## config.mk

```make
export PLATFORM = sky130hd
export DESIGN_NAME = qmul_sign_mode
export DESIGN_NICKNAME = d
export VERILOG_FILES = /design/src/rtl/qmul_pkg.sv /design/src/rtl/qmul_quadrant.sv /design/src/rtl/qmul_magnitude.sv /design/src/rtl/qmul_sign_fix.sv /design/src/rtl/qmul_sign_mode.sv
export SDC_FILE = /design/constraint.sdc
export NUM_CORES = 1
export LEC_CHECK = 0
export ABC_AREA = 1
export BUFFER_PORTS_ARGS = -buffer_cell sky130_fd_sc_hd__buf_2
export CAP_MARGIN = 10
export CORE_AREA = 4 4 78 80
export CTS_BUF_LIST = sky130_fd_sc_hd__clkbuf_8
export CTS_CLUSTER_DIAMETER = 40
export DETAILED_ROUTE_END_ITERATION = 16
export DIE_AREA = 0 0 82 84
export PLACE_DENSITY_LB_ADDON = 0.08
export SYNTH_ARGS = -nofsm -noshare
export SYNTH_HDL_FRONTEND = slang
export SYNTH_SLANG_ARGS = --single-unit
```

## constraint.sdc

```tcl
create_clock -name clk -period 19.6 [get_ports clk]
set_input_delay 4.9 -clock clk [delete_from_list [all_inputs] [get_ports clk]]
set_output_delay 4.9 -clock clk [all_outputs]
set_load 0.01 [all_outputs]
```

## src/rtl/qmul_pkg.sv

```systemverilog
package qmul_pkg;
  typedef enum logic [1:0] {
    Q_PP = 2'b00,
    Q_PN = 2'b01,
    Q_NP = 2'b10,
    Q_NN = 2'b11
  } quad_e;

  localparam int unsigned QUAD_COUNT = 4;
endpackage

```

## src/rtl/qmul_quadrant.sv

```systemverilog
module qmul_quadrant
  import qmul_pkg::*;
(
  input  logic  a_msb,
  input  logic  b_msb,
  input  logic  signed_mode,
  output quad_e code
);
  logic a_neg;
  logic b_neg;

  // unsigned operation masks both sign bits before they address a quadrant
  assign a_neg = a_msb & signed_mode;
  assign b_neg = b_msb & signed_mode;
  assign code  = quad_e'({a_neg, b_neg});
endmodule

```

## src/rtl/qmul_magnitude.sv

```systemverilog
module qmul_magnitude
  import qmul_pkg::*;
#(
  parameter int unsigned W = 8
) (
  input  logic [W-1:0]   a,
  input  logic [W-1:0]   b,
  input  quad_e          code,
  output logic [W-1:0]   a_mag,
  output logic [W-1:0]   b_mag,
  output logic [2*W-1:0] mag_prod
);
  localparam int unsigned PW = 2 * W;

  function automatic logic [W-1:0] magnitude_of(input logic [W-1:0] x, input logic neg);
    magnitude_of = neg ? (~x + {{(W-1){1'b0}}, 1'b1}) : x;
  endfunction

  function automatic logic [PW-1:0] umul(input logic [W-1:0] x, input logic [W-1:0] y);
    umul = {{W{1'b0}}, x} * {{W{1'b0}}, y};
  endfunction

  assign a_mag    = magnitude_of(a, code[1]);
  assign b_mag    = magnitude_of(b, code[0]);
  assign mag_prod = umul(a_mag, b_mag);
endmodule

```

## src/rtl/qmul_sign_fix.sv

```systemverilog
module qmul_sign_fix
  import qmul_pkg::*;
#(
  parameter int unsigned W = 8
) (
  input  logic [2*W-1:0] mag_prod,
  input  quad_e          code,
  output logic [2*W-1:0] result
);
  localparam int unsigned PW = 2 * W;

  function automatic logic [PW-1:0] negate(input logic [PW-1:0] x);
    negate = ~x + {{(PW-1){1'b0}}, 1'b1};
  endfunction

  logic [PW-1:0] cand [QUAD_COUNT];

  // one candidate per quadrant; the code then addresses the table of candidates
  for (genvar q = 0; q < QUAD_COUNT; q++) begin : g_quad
    localparam bit NEG = (q == 1) || (q == 2);
    if (NEG) begin : g_neg
      assign cand[q] = negate(mag_prod);
    end else begin : g_pos
      assign cand[q] = mag_prod;
    end
  end

  assign result = cand[code];
endmodule

```

## src/rtl/qmul_sign_mode.sv

```systemverilog
module qmul_sign_mode
  import qmul_pkg::*;
#(
  parameter int unsigned W = 8
) (
  input  logic           clk,
  input  logic           rst_n,
  input  logic [W-1:0]   op_a,
  input  logic [W-1:0]   op_b,
  input  logic           signed_mode,
  output logic [2*W-1:0] product,
  output logic           valid
);
  localparam int unsigned PW = 2 * W;

  quad_e         quad_code;
  logic [W-1:0]  a_mag;
  logic [W-1:0]  b_mag;
  logic [PW-1:0] mag_prod;
  logic [PW-1:0] comb_prod;
  logic [PW-1:0] prod_q;
  logic          valid_q;

  qmul_quadrant u_quad (
    .a_msb       (op_a[W-1]),
    .b_msb       (op_b[W-1]),
    .signed_mode (signed_mode),
    .code        (quad_code)
  );

  qmul_magnitude #(.W(W)) u_mag (
    .a        (op_a),
    .b        (op_b),
    .code     (quad_code),
    .a_mag    (a_mag),
    .b_mag    (b_mag),
    .mag_prod (mag_prod)
  );

  qmul_sign_fix #(.W(W)) u_fix (
    .mag_prod (mag_prod),
    .code     (quad_code),
    .result   (comb_prod)
  );

  always_ff @(posedge clk) begin
    if (!rst_n) begin
      prod_q  <= '0;
      valid_q <= 1'b0;
    end else begin
      prod_q  <= comb_prod;
      valid_q <= 1'b1;
    end
  end

  assign product = prod_q;
  assign valid   = valid_q;

  // unsigned operation never selects a signed quadrant
  a_r2_unsigned_quad: assert property (@(posedge clk) disable iff (!rst_n)
    !signed_mode |-> (quad_code == Q_PP));

  // unsigned result equals the full-width product of the sampled operands
  a_r3_unsigned_prod: assert property (@(posedge clk) disable iff (!rst_n)
    !signed_mode |=> (prod_q == ({{W{1'b0}}, $past(op_a)} * {{W{1'b0}}, $past(op_b)})));

  // same-sign quadrants never yield a negative signed result
  a_r4_same_sign_pos: assert property (@(posedge clk) disable iff (!rst_n)
    (signed_mode && (op_a[W-1] == op_b[W-1])) |=> !prod_q[PW-1]);

  // mixed-sign quadrants with nonzero operands yield a negative result
  a_r5_mixed_sign_neg: assert property (@(posedge clk) disable iff (!rst_n)
    (signed_mode && (op_a[W-1] != op_b[W-1]) && (a_mag != '0) && (b_mag != '0))
      |=> prod_q[PW-1]);

  // any zero operand gives zero
  a_r8_zero_operand: assert property (@(posedge clk) disable iff (!rst_n)
    ((op_a == '0) || (op_b == '0)) |=> (prod_q == '0));

  // valid rises after reset and stays high
  a_r7_valid_rises: assert property (@(posedge clk) disable iff (!rst_n)
    !valid_q |=> valid_q);
  a_r7_valid_holds: assert property (@(posedge clk) disable iff (!rst_n)
    valid_q |=> valid_q);
endmodule

```

; ---- After elaboration in Yosys (flattened, before gate mapping)
; Index checks and enable logic that the tools add are counted.
[totals]
reg_bits = 17
latch_bits = 0
ram_bits = 0
romBits = 0
mem_count = 0
[classes]
add_sub_neg = 3
n_mul = 1
div_mod_pow = 0
order_cmp = 1
eq_ne = 0
n_shift = 0
n_mux = 6
bitwise = 6
reduce_logical = 0
[ops]
columns = cell, count
row1 = 16-bit binary-select mux with 2-bit select, 1
row2 = 16-bit 2-to-1 mux, 2
row3 = "16-bit by 1-bit adder with 16-bit output, second input constant", 1
row4 = "8-bit by 1-bit adder with 8-bit output, second input constant", 2
row5 = 8-bit by 8-bit multiplier with 16-bit output, 1
row6 = 8-bit 2-to-1 mux, 2
row7 = 16-bit inverter, 1
row8 = 8-bit inverter, 2
row9 = "3-bit >= comparator, second input constant", 1
row10 = 2-bit inverter with 3-bit output, 1
row11 = 1-bit bitwise AND, 2
row12 = 1-bit 2-to-1 mux, 1

; ---- Depth between registers and ports, before layout
; Gate-level depths: netlist of run 1.
[depth]
ltp_word = 9
mapped_depth = 31
ltp_nobuf = 31

; ---- Hierarchy
; A second synthesis of run 1 with hierarchy kept.
[hier_totals]
hier_cells = 577
hier_area_um2 = 3860.0
[modules_own_cells]
columns = module, instances, cells_per_inst, area_per_inst_um2, seq_area_each_um2
row1 = qmul_magnitude, 1, 415, 2772.7, 0.0
row2 = qmul_sign_fix, 1, 105, 553.0, 0.0
row3 = qmul_sign_mode, 1, 51, 504.2, 340.3
row4 = qmul_quadrant, 1, 6, 30.0, 0.0

; ---- Worst setup path before layout of run 1
; Ideal clock, no wire load.
[synth_path]
kind = input to register
startpoint = input op_b[0]
endpoint = register prod_q[15], in the netlist product[15]
setup_time_ns = 0.115
t_arrival_ns = 9.613
required_ns = 19.485
setup_slack_ns = 9.872
stages = 26
n_path_buf = 0
path_cell_list = clkinv_1 ha_1 nor3b_1 inv_1 o31ai_1 xor2_1 inv_1 nand2_1 fa_1 fa_1 inv_1 fa_1 inv_1 fa_1 inv_1 ha_1 nand2_1 clkinv_1 nand3_2 nand3_1 nand2_4 nand2_2 nor2_4 nand3_2 a21oi_1 nor2_1
[synth_via]
elab_chain_cells = 9
[synth_rtl]
columns = element, line
row1 = "start, declared", qmul_sign_mode.sv:9  ; input logic [W-1:0] op_b,
row2 = 8-bit inverter, qmul_magnitude.sv:16  ; magnitude_of = neg ? (~x + {{(W-1){1'b0}}, 1'b1}) : x;
row3 = 8-bit by 1-bit adder with 8-bit output, qmul_magnitude.sv:16
row4 = 8-bit 2-to-1 mux *, qmul_magnitude.sv:16
row5 = 8-bit by 8-bit multiplier with 16-bit output *, qmul_magnitude.sv:20  ; umul = {{W{1'b0}}, x} * {{W{1'b0}}, y};
row6 = 16-bit inverter, qmul_sign_fix.sv:13  ; negate = ~x + {{(PW-1){1'b0}}, 1'b1};
row7 = 16-bit by 1-bit adder with 16-bit output, qmul_sign_fix.sv:13
row8 = 16-bit binary-select mux with 2-bit select *, qmul_sign_fix.sv:28  ; assign result = cand[code];
row9 = 16-bit 2-to-1 mux (implied by the code) * (2 in series), qmul_sign_fix.sv:28
row10 = "end signal, assigned", qmul_sign_mode.sv:51  ; prod_q <= comb_prod;
row11 = "end, declared", qmul_sign_mode.sv:21  ; logic [PW-1:0] prod_q;
; Mark *: on every way between the ends. The rest lies on a longest branch, timed or not. The select of a mux whose other input is x is not followed.
; A chain may end at the register's enable or synchronous reset.

; ---- Worst setup path after layout of run 1
; Ends and elaborated chain as after synthesis.

==> results.cfg, run 1 <==
[run_status]
status = finished, final reports clean

[power_and_ir_drop]
p_sw_uw = 305.7
peakVddDrop_v = 0.00009240
power_frac_seq_pct = 9.3
sw_frac_of_total_pct = 58.99
combPwrFrac_pct = 85.7
p_int_uw = 212.6
power_density_nw_per_um2 = 139.4
power_leakage_uw = 0.002147
clockPowerShare_pct = 5.0

[yosys]
syn_inst = 504
synth_most_common_cell = inv_1
synth_edf_count = 0
yosysSeqAreaShare_pct = 9.887
synth_top_area_share_pct = 20.94
netlist_top_cells_area = fa_1 (21%), ha_1 (14%), inv_1 (11%)
ys_warn_count = 0
async_flop_share_pct = 0
mappedNetlistArea_sq_um = 3442
synthTopCellsByCount = inv_1 (105), nand2_1 (96), nor2_1 (77)
synth-main-ff-cell = dfxtp_1
synth.distinct_cells = 31
synth_top_cell_by_area = fa_1
syn-num-nets = 598
ys_seq_elements = 17
syn_area_per_cell_sq_um = 6.829

[finish]
fillers = 532
drive_above_1_share_pct = 14.84
fin_cells = 611
layout.nets = 634
synthToLayoutAreaGrowth_pct = 8.034
diodes = 0

[critical_path]
path_common_cell = nand2_1
critPathArrivalTime_ns = 10.25
cp_max_fo = 8
start_kind = input pin
cpPeakStageDelay_ns = 0.55
worst-setup-path-type = in2reg
required_ns = 19.75
slowest_stage = fa_1
critPathCaptureType = flip-flop

[placement]
numPlacedInstances = 607
io_buffers = 35
dp_hpwl_um = 6307
gp_congestion = 0.8808

[clocking]
cts_tree = built
cts-root-buf = clkbuf_8
postCtsHoldBufs = 0
cts-resized-gates = 0
path_clk_slew_ns = 0.06
clockBufferDepth = 2
cts_max_level = 1
post_cts_buffers = 0
cts_buffers = 3
clock-sinks = 17

[die]
start_util_pct = 63.68
fp.dieW_um = 82
rows = 27
die_height_um = 84
coreArea_sq_um = 5405
dieArea_sq_um = 6888
io_pins = 36

[route]
drt-initial-drc-count = 172
routed_via_density = 5.079
met2_length_um = 3400
m1WireLength_um = 3310
wl_per_cell_um = 11.82
highest_layer = met4
dr.pass1.iters = 4
via_count = 3103
ant_nets = 0
totalWireLength_um = 7222
drc = 0
wl_met3_um = 449

[sta]
relSlewSlack_pct = 42.10
rsz0062_at_grt = false
fin_crit_ns = 10.10
fin_crit_sh_pct = 51.54
setup_viol = 0
setup_tns_ns = 0
slew_viol_final = 0
max_freq_ghz = 0.09899
hold_viol = 0
worst_slew_pin_slew_ns = 0.8624

[global_routing]
first_global_vias = 3031
antenna_found_initial = 0
grt_pass1_wl_um = 12990
overflow = 0
grt_use_total_pct = 23.32
grt_max_degree = 17

[job]
cap_violations = 0

[worst_hold_path]
hold_class = in2reg
worst max-delay path, delay by kind of cell:
kind                       cells  cell delay (ns)
AOI/OAI and AO/OA              2             0.36
xor gates and xnor gates       1             0.50
adders and majority gates      6             2.59
buffers and inverters          8             0.71
and+or+nand+nor               12             1.17
cell families after synthesis:
logic type	Yosys count	synth area share (%)
AO/OA/AOI/OAI	38	5.998
XOR/XNOR	10	2.544
adder cells (fa/ha/maj)	75	35.11
buffers and inverters	116	13.20
flip-flops	17	9.887
AND/OR/NAND/NOR	248	33.26
layout make-up:
| cell class | instances | area [sq um] | share of cell area, % |
|---|---|---|---|
| Tap cell | 72 | 90.09 | 2.423 |
| Clock buffer | 3 | 41.29 | 1.110 |
| Sequential cell | 17 | 340.3 | 9.152 |
| Inverter | 112 | 420.4 | 11.31 |
| Timing Repair Buffer | 35 | 175.2 | 4.711 |
| Multi-Input combinational cell | 371 | 2648 | 71.20 |
| Clock inverter | 1 | 3.754 | 0.1009 |
metrics by stage:
stage | hold WS (ns) | power [uW] | instance area, sq um | util, % | worst slack, ns
2_1_floorplan | 4.928 | 415.3 | 3442 | - | 9.872
6_report | 4.914 | 518.3 | 3719 | 68.80 | 9.498
4_1_cts | 4.909 | 521.3 | 3719 | 68.80 | 9.519
5_1_grt | 4.929 | 591.6 | 3719 | 68.80 | 9.122
3_5_place_dp | 5.183 | 492.9 | 3674 | 67.96 | 9.268
3_3_place_gp | 5.186 | 484.7 | 3674 | 67.96 | 9.380
worst paths after layout:
| kind | depth (start not counted) | slack, ns | start | end |
|---|---|---|---|---|
| worst min-delay path | 1 | 4.91 | rst_n | valid |
| worst max-delay path | 29 | 9.50 | op_b[0] | product[15] |
power groups by stage:
stage	Combinational, uW	Clock (uW)	Sequential, uW
after floorplan	360	0	55.2
after global placement	436	0	48.4
after detailed placement	444	0	49.2
after CTS	446	26.6	48.5
after global routing	514	27.7	49.8
final	444	25.7	48.3
flip-flops by register name, summed over array words and instances, names as in the netlist:
name     count
product     16
valid        1
per-layer routing:
layer	GRT usage, %	vias up
met5	0	-
met2	39.38	76
met1	31.33	1413
li1	-	1610
met4	3.323	0
met3	4.212	4
layout by cell type (no fill, tap or decap), types with 2 or more instances in the layout:
cell / netlist / routed
xor2_1: 5 / 5
inv_2: 5 / 5
nand4_1: 5 / 5
nand3b_1: 2 / 2
clkinv_1: 2 / 2
nand2_1: 96 / 96
buf_2: 0 / 35
nor2_4: 4 / 4
xnor2_1: 5 / 5
o31ai_1: 2 / 2
dfxtp_1: 17 / 17
nand2_4: 3 / 3
nand3_2: 7 / 7
o21ai_0: 13 / 13
inv_1: 105 / 106
a31oi_1: 2 / 2
clkbuf_8: 0 / 3
fa_1: 36 / 36
nor3_1: 7 / 7
nor2_2: 3 / 3
or2_2: 5 / 5
nand2_2: 14 / 14
ha_1: 39 / 39
nand3_1: 24 / 24
nor2_1: 77 / 77
a21oi_1: 18 / 18
(Power assumes the default switching activity.)
==> run 2: changes to the inputs <==
--- a/config.mk
+++ b/config.mk
@@ -5,7 +5,7 @@
 export SDC_FILE = /design/constraint.sdc
 export NUM_CORES = 1
 export LEC_CHECK = 0
-export ABC_AREA = 1
+export ABC_AREA = 0
 export BUFFER_PORTS_ARGS = -buffer_cell sky130_fd_sc_hd__buf_2
 export CAP_MARGIN = 10
 export CORE_AREA = 4 4 78 80
==> constraint.sdc (replaced) <==
create_clock -name clk -period 10 [get_ports clk]
set_input_delay 2.5 -clock clk [delete_from_list [all_inputs] [get_ports clk]]
set_output_delay 2.5 -clock clk [all_outputs]
set_load 0.01 [all_outputs]
==> results.cfg, run 2 <==
[run_status]
status = finished, final reports clean

[yosys]
synth-main-ff-cell = dfxtp_1
synth.distinct_cells = 57
synth_top_cell_by_area = fa_1
synthTopCellsByCount = nor2_1 (73), inv_1 (55), ha_1 (39)
synth_top_area_share_pct = 22.08
syn_area_per_cell_sq_um = 8.181
async_flop_share_pct = 0
synth_edf_count = 0
ys_seq_elements = 17
syn-num-nets = 493
yosysSeqAreaShare_pct = 10.43
syn_inst = 399
ys_warn_count = 0
netlist_top_cells_area = fa_1 (22%), ha_1 (15%), dfxtp_1 (10%)
mappedNetlistArea_sq_um = 3264
synth_most_common_cell = nor2_1

[critical_path]
cp_top_family = adder cells
slowest_stage = mux2i_1
required_ns = 10.15
critPathBufInv = 5
cp_max_fo = 10
critPathCaptureType = flip-flop
cp_cell_sequence = buf_2, clkinv_1, ha_1, mux2i_1, or2_2, fa_1, fa_1, inv_1, fa_1, inv_1, fa_1, inv_1, ha_1, nor2b_1, a221oi_2, o311ai_2, nor4_4, nand3_2, o41ai_2, xnor2_1, and2_1
worst-setup-path-type = in2reg
start_kind = input pin
cpPeakStageDelay_ns = 0.55
critPathArrivalTime_ns = 8.52
path_common_cell = fa_1

[route]
totalWireLength_um = 6640
drt-initial-drc-count = 131
via_count = 2769
drc = 0
ant_nets = 0
routed_via_density = 5.494
dr.pass1.iters = 4
wl_per_cell_um = 13.17

[sta]
fin_crit_ns = 8.372
fin_crit_sh_pct = 83.72
max_freq_ghz = 0.1194
setup_viol = 0
worst_slew_pin_slew_ns = 0.8232
setup_tns_ns = 0
relSlewSlack_pct = 44.73
rsz0062_at_grt = false
hold_viol = 0
slew_viol_final = 0
hold_ws_ns = 2.518

[global_routing]
grt_pass1_wl_um = 11720
overflow = 0
grt_use_total_pct = 20.89
first_global_vias = 2689
antenna_found_initial = 0
grt_max_degree = 20

[finish]
layout.nets = 527
fillers = 503
diodes = 0
seqCellArea_sq_um = 340.3
final_common_cell = nor2_1
largest_register_ffs = 16
layout_common_cells = nor2_1 (73), inv_1 (56), ha_1 (39)
synthToLayoutAreaGrowth_pct = 8.202
drive_above_1_share_pct = 13.19
multi_input_area_sq_um = 2671

[clocking]
clock-sinks = 17
cts_tree = built
postCtsHoldBufs = 0
clockBufferDepth = 2
cts_max_level = 1
post_cts_buffers = 0
cts-root-buf = clkbuf_8
cts-resized-gates = 0
cts_buffers = 3
path_clk_slew_ns = 0.06

[placement]
io_buffers = 35
dp_hpwl_um = 5705
gp_congestion = 0.8875

[power_and_ir_drop]
p_sw_uw = 552.1
p_int_uw = 498.0
clockPowerShare_pct = 4.8
combPwrFrac_pct = 86.2
power_leakage_uw = 0.001795
peakVddDrop_v = 0.0002385
sw_frac_of_total_pct = 52.57
power_frac_seq_pct = 9.1
power_density_nw_per_um2 = 297.3

[die]
rows = 27
coreArea_sq_um = 5405
start_util_pct = 60.39
dieArea_sq_um = 6888
io_pins = 36
die_height_um = 84
fp.dieW_um = 82

[worst_hold_path]
hold_path_end = valid
min_delay_path_depth = 1
min_from = rst_n
hold_class = in2reg

[job]
cap_violations = 0
## run 2: changes by cell type in the layout (fill, tap and decap cells not counted), sizes merged, moves of 4 or more
cell	previous run	this run
inv	111	56
and2	0	15
and3	0	4
xnor2	5	24
a21o	0	4
nand3	31	4
nand2	113	15
a21oi	19	15
or2	5	9
nor2	84	73
## run 2: through the flow
step | utilization [%] | cell area (sq um) | total power [uW] | worst slack [ns] | instances
global route | 65.35 | 3532 | 1185 | 1.366 | 504
CTS | 65.35 | 3532 | 1061 | 1.651 | 504
global placement | 64.51 | 3487 | 981.1 | 1.511 | 500
floorplan | - | 3264 | 859.5 | 2.145 | 399
finish | 65.35 | 3532 | 1050 | 1.628 | 504
detailed placement | 64.51 | 3487 | 1003 | 1.393 | 500
## run 2: power by group through the flow
stage	combinational (uW)	sequential, uW	clock (uW)
final	905	95.3	50.0
after global routing	1030	97.5	55.2
after CTS	913	95.5	51.7
after detailed placement	906	96.6	0
after global placement	885	96.1	0
after floorplan	750	109	0
## run 2: worst max-delay path by stage
stage,startpoint,endpoint,slack (ns),depth (start not counted)
2_1_floorplan,op_b[5],product[13],2.14,21
5_1_grt,op_a[0],product[15],1.37,22
6_report,op_a[0],product[13],1.63,21
3_5_place_dp,op_a[0],product[13],1.39,21
4_1_cts,op_a[0],product[13],1.65,21
3_3_place_gp,op_a[0],product[13],1.51,21
## run 2: logic make-up after synthesis
group	Yosys count	share of synthesized area, %
AND/OR/NAND/NOR	150	22.77
adder cells (fa/ha/maj)	75	37.03
AO/OA/AOI/OAI	62	13.07
buffers and inverters	62	7.742
XOR/XNOR	30	8.049
flip-flops	17	10.43
multiplexers	3	0.9199
## run 2: cell type report
cell class / count / share of cell area, %
multi-input cells: 320 / 75.63
flip-flops and latches: 17 / 9.635
inverters: 56 / 5.951
repair buffers: 35 / 4.959
well taps: 72 / 2.550
clock buffers: 3 / 1.169
clock inverters: 1 / 0.1063
## run 2: metal layers
metal | track usage (%) | routed length (um) | vias to the layer above
met1 | 28.52 | 2965 | 1329
met4 | 3.323 | 78 | 0
met5 | 0 | 0 | -
met2 | 35.12 | 3345 | 52
li1 | - | - | 1382
met3 | 3.024 | 250 | 6
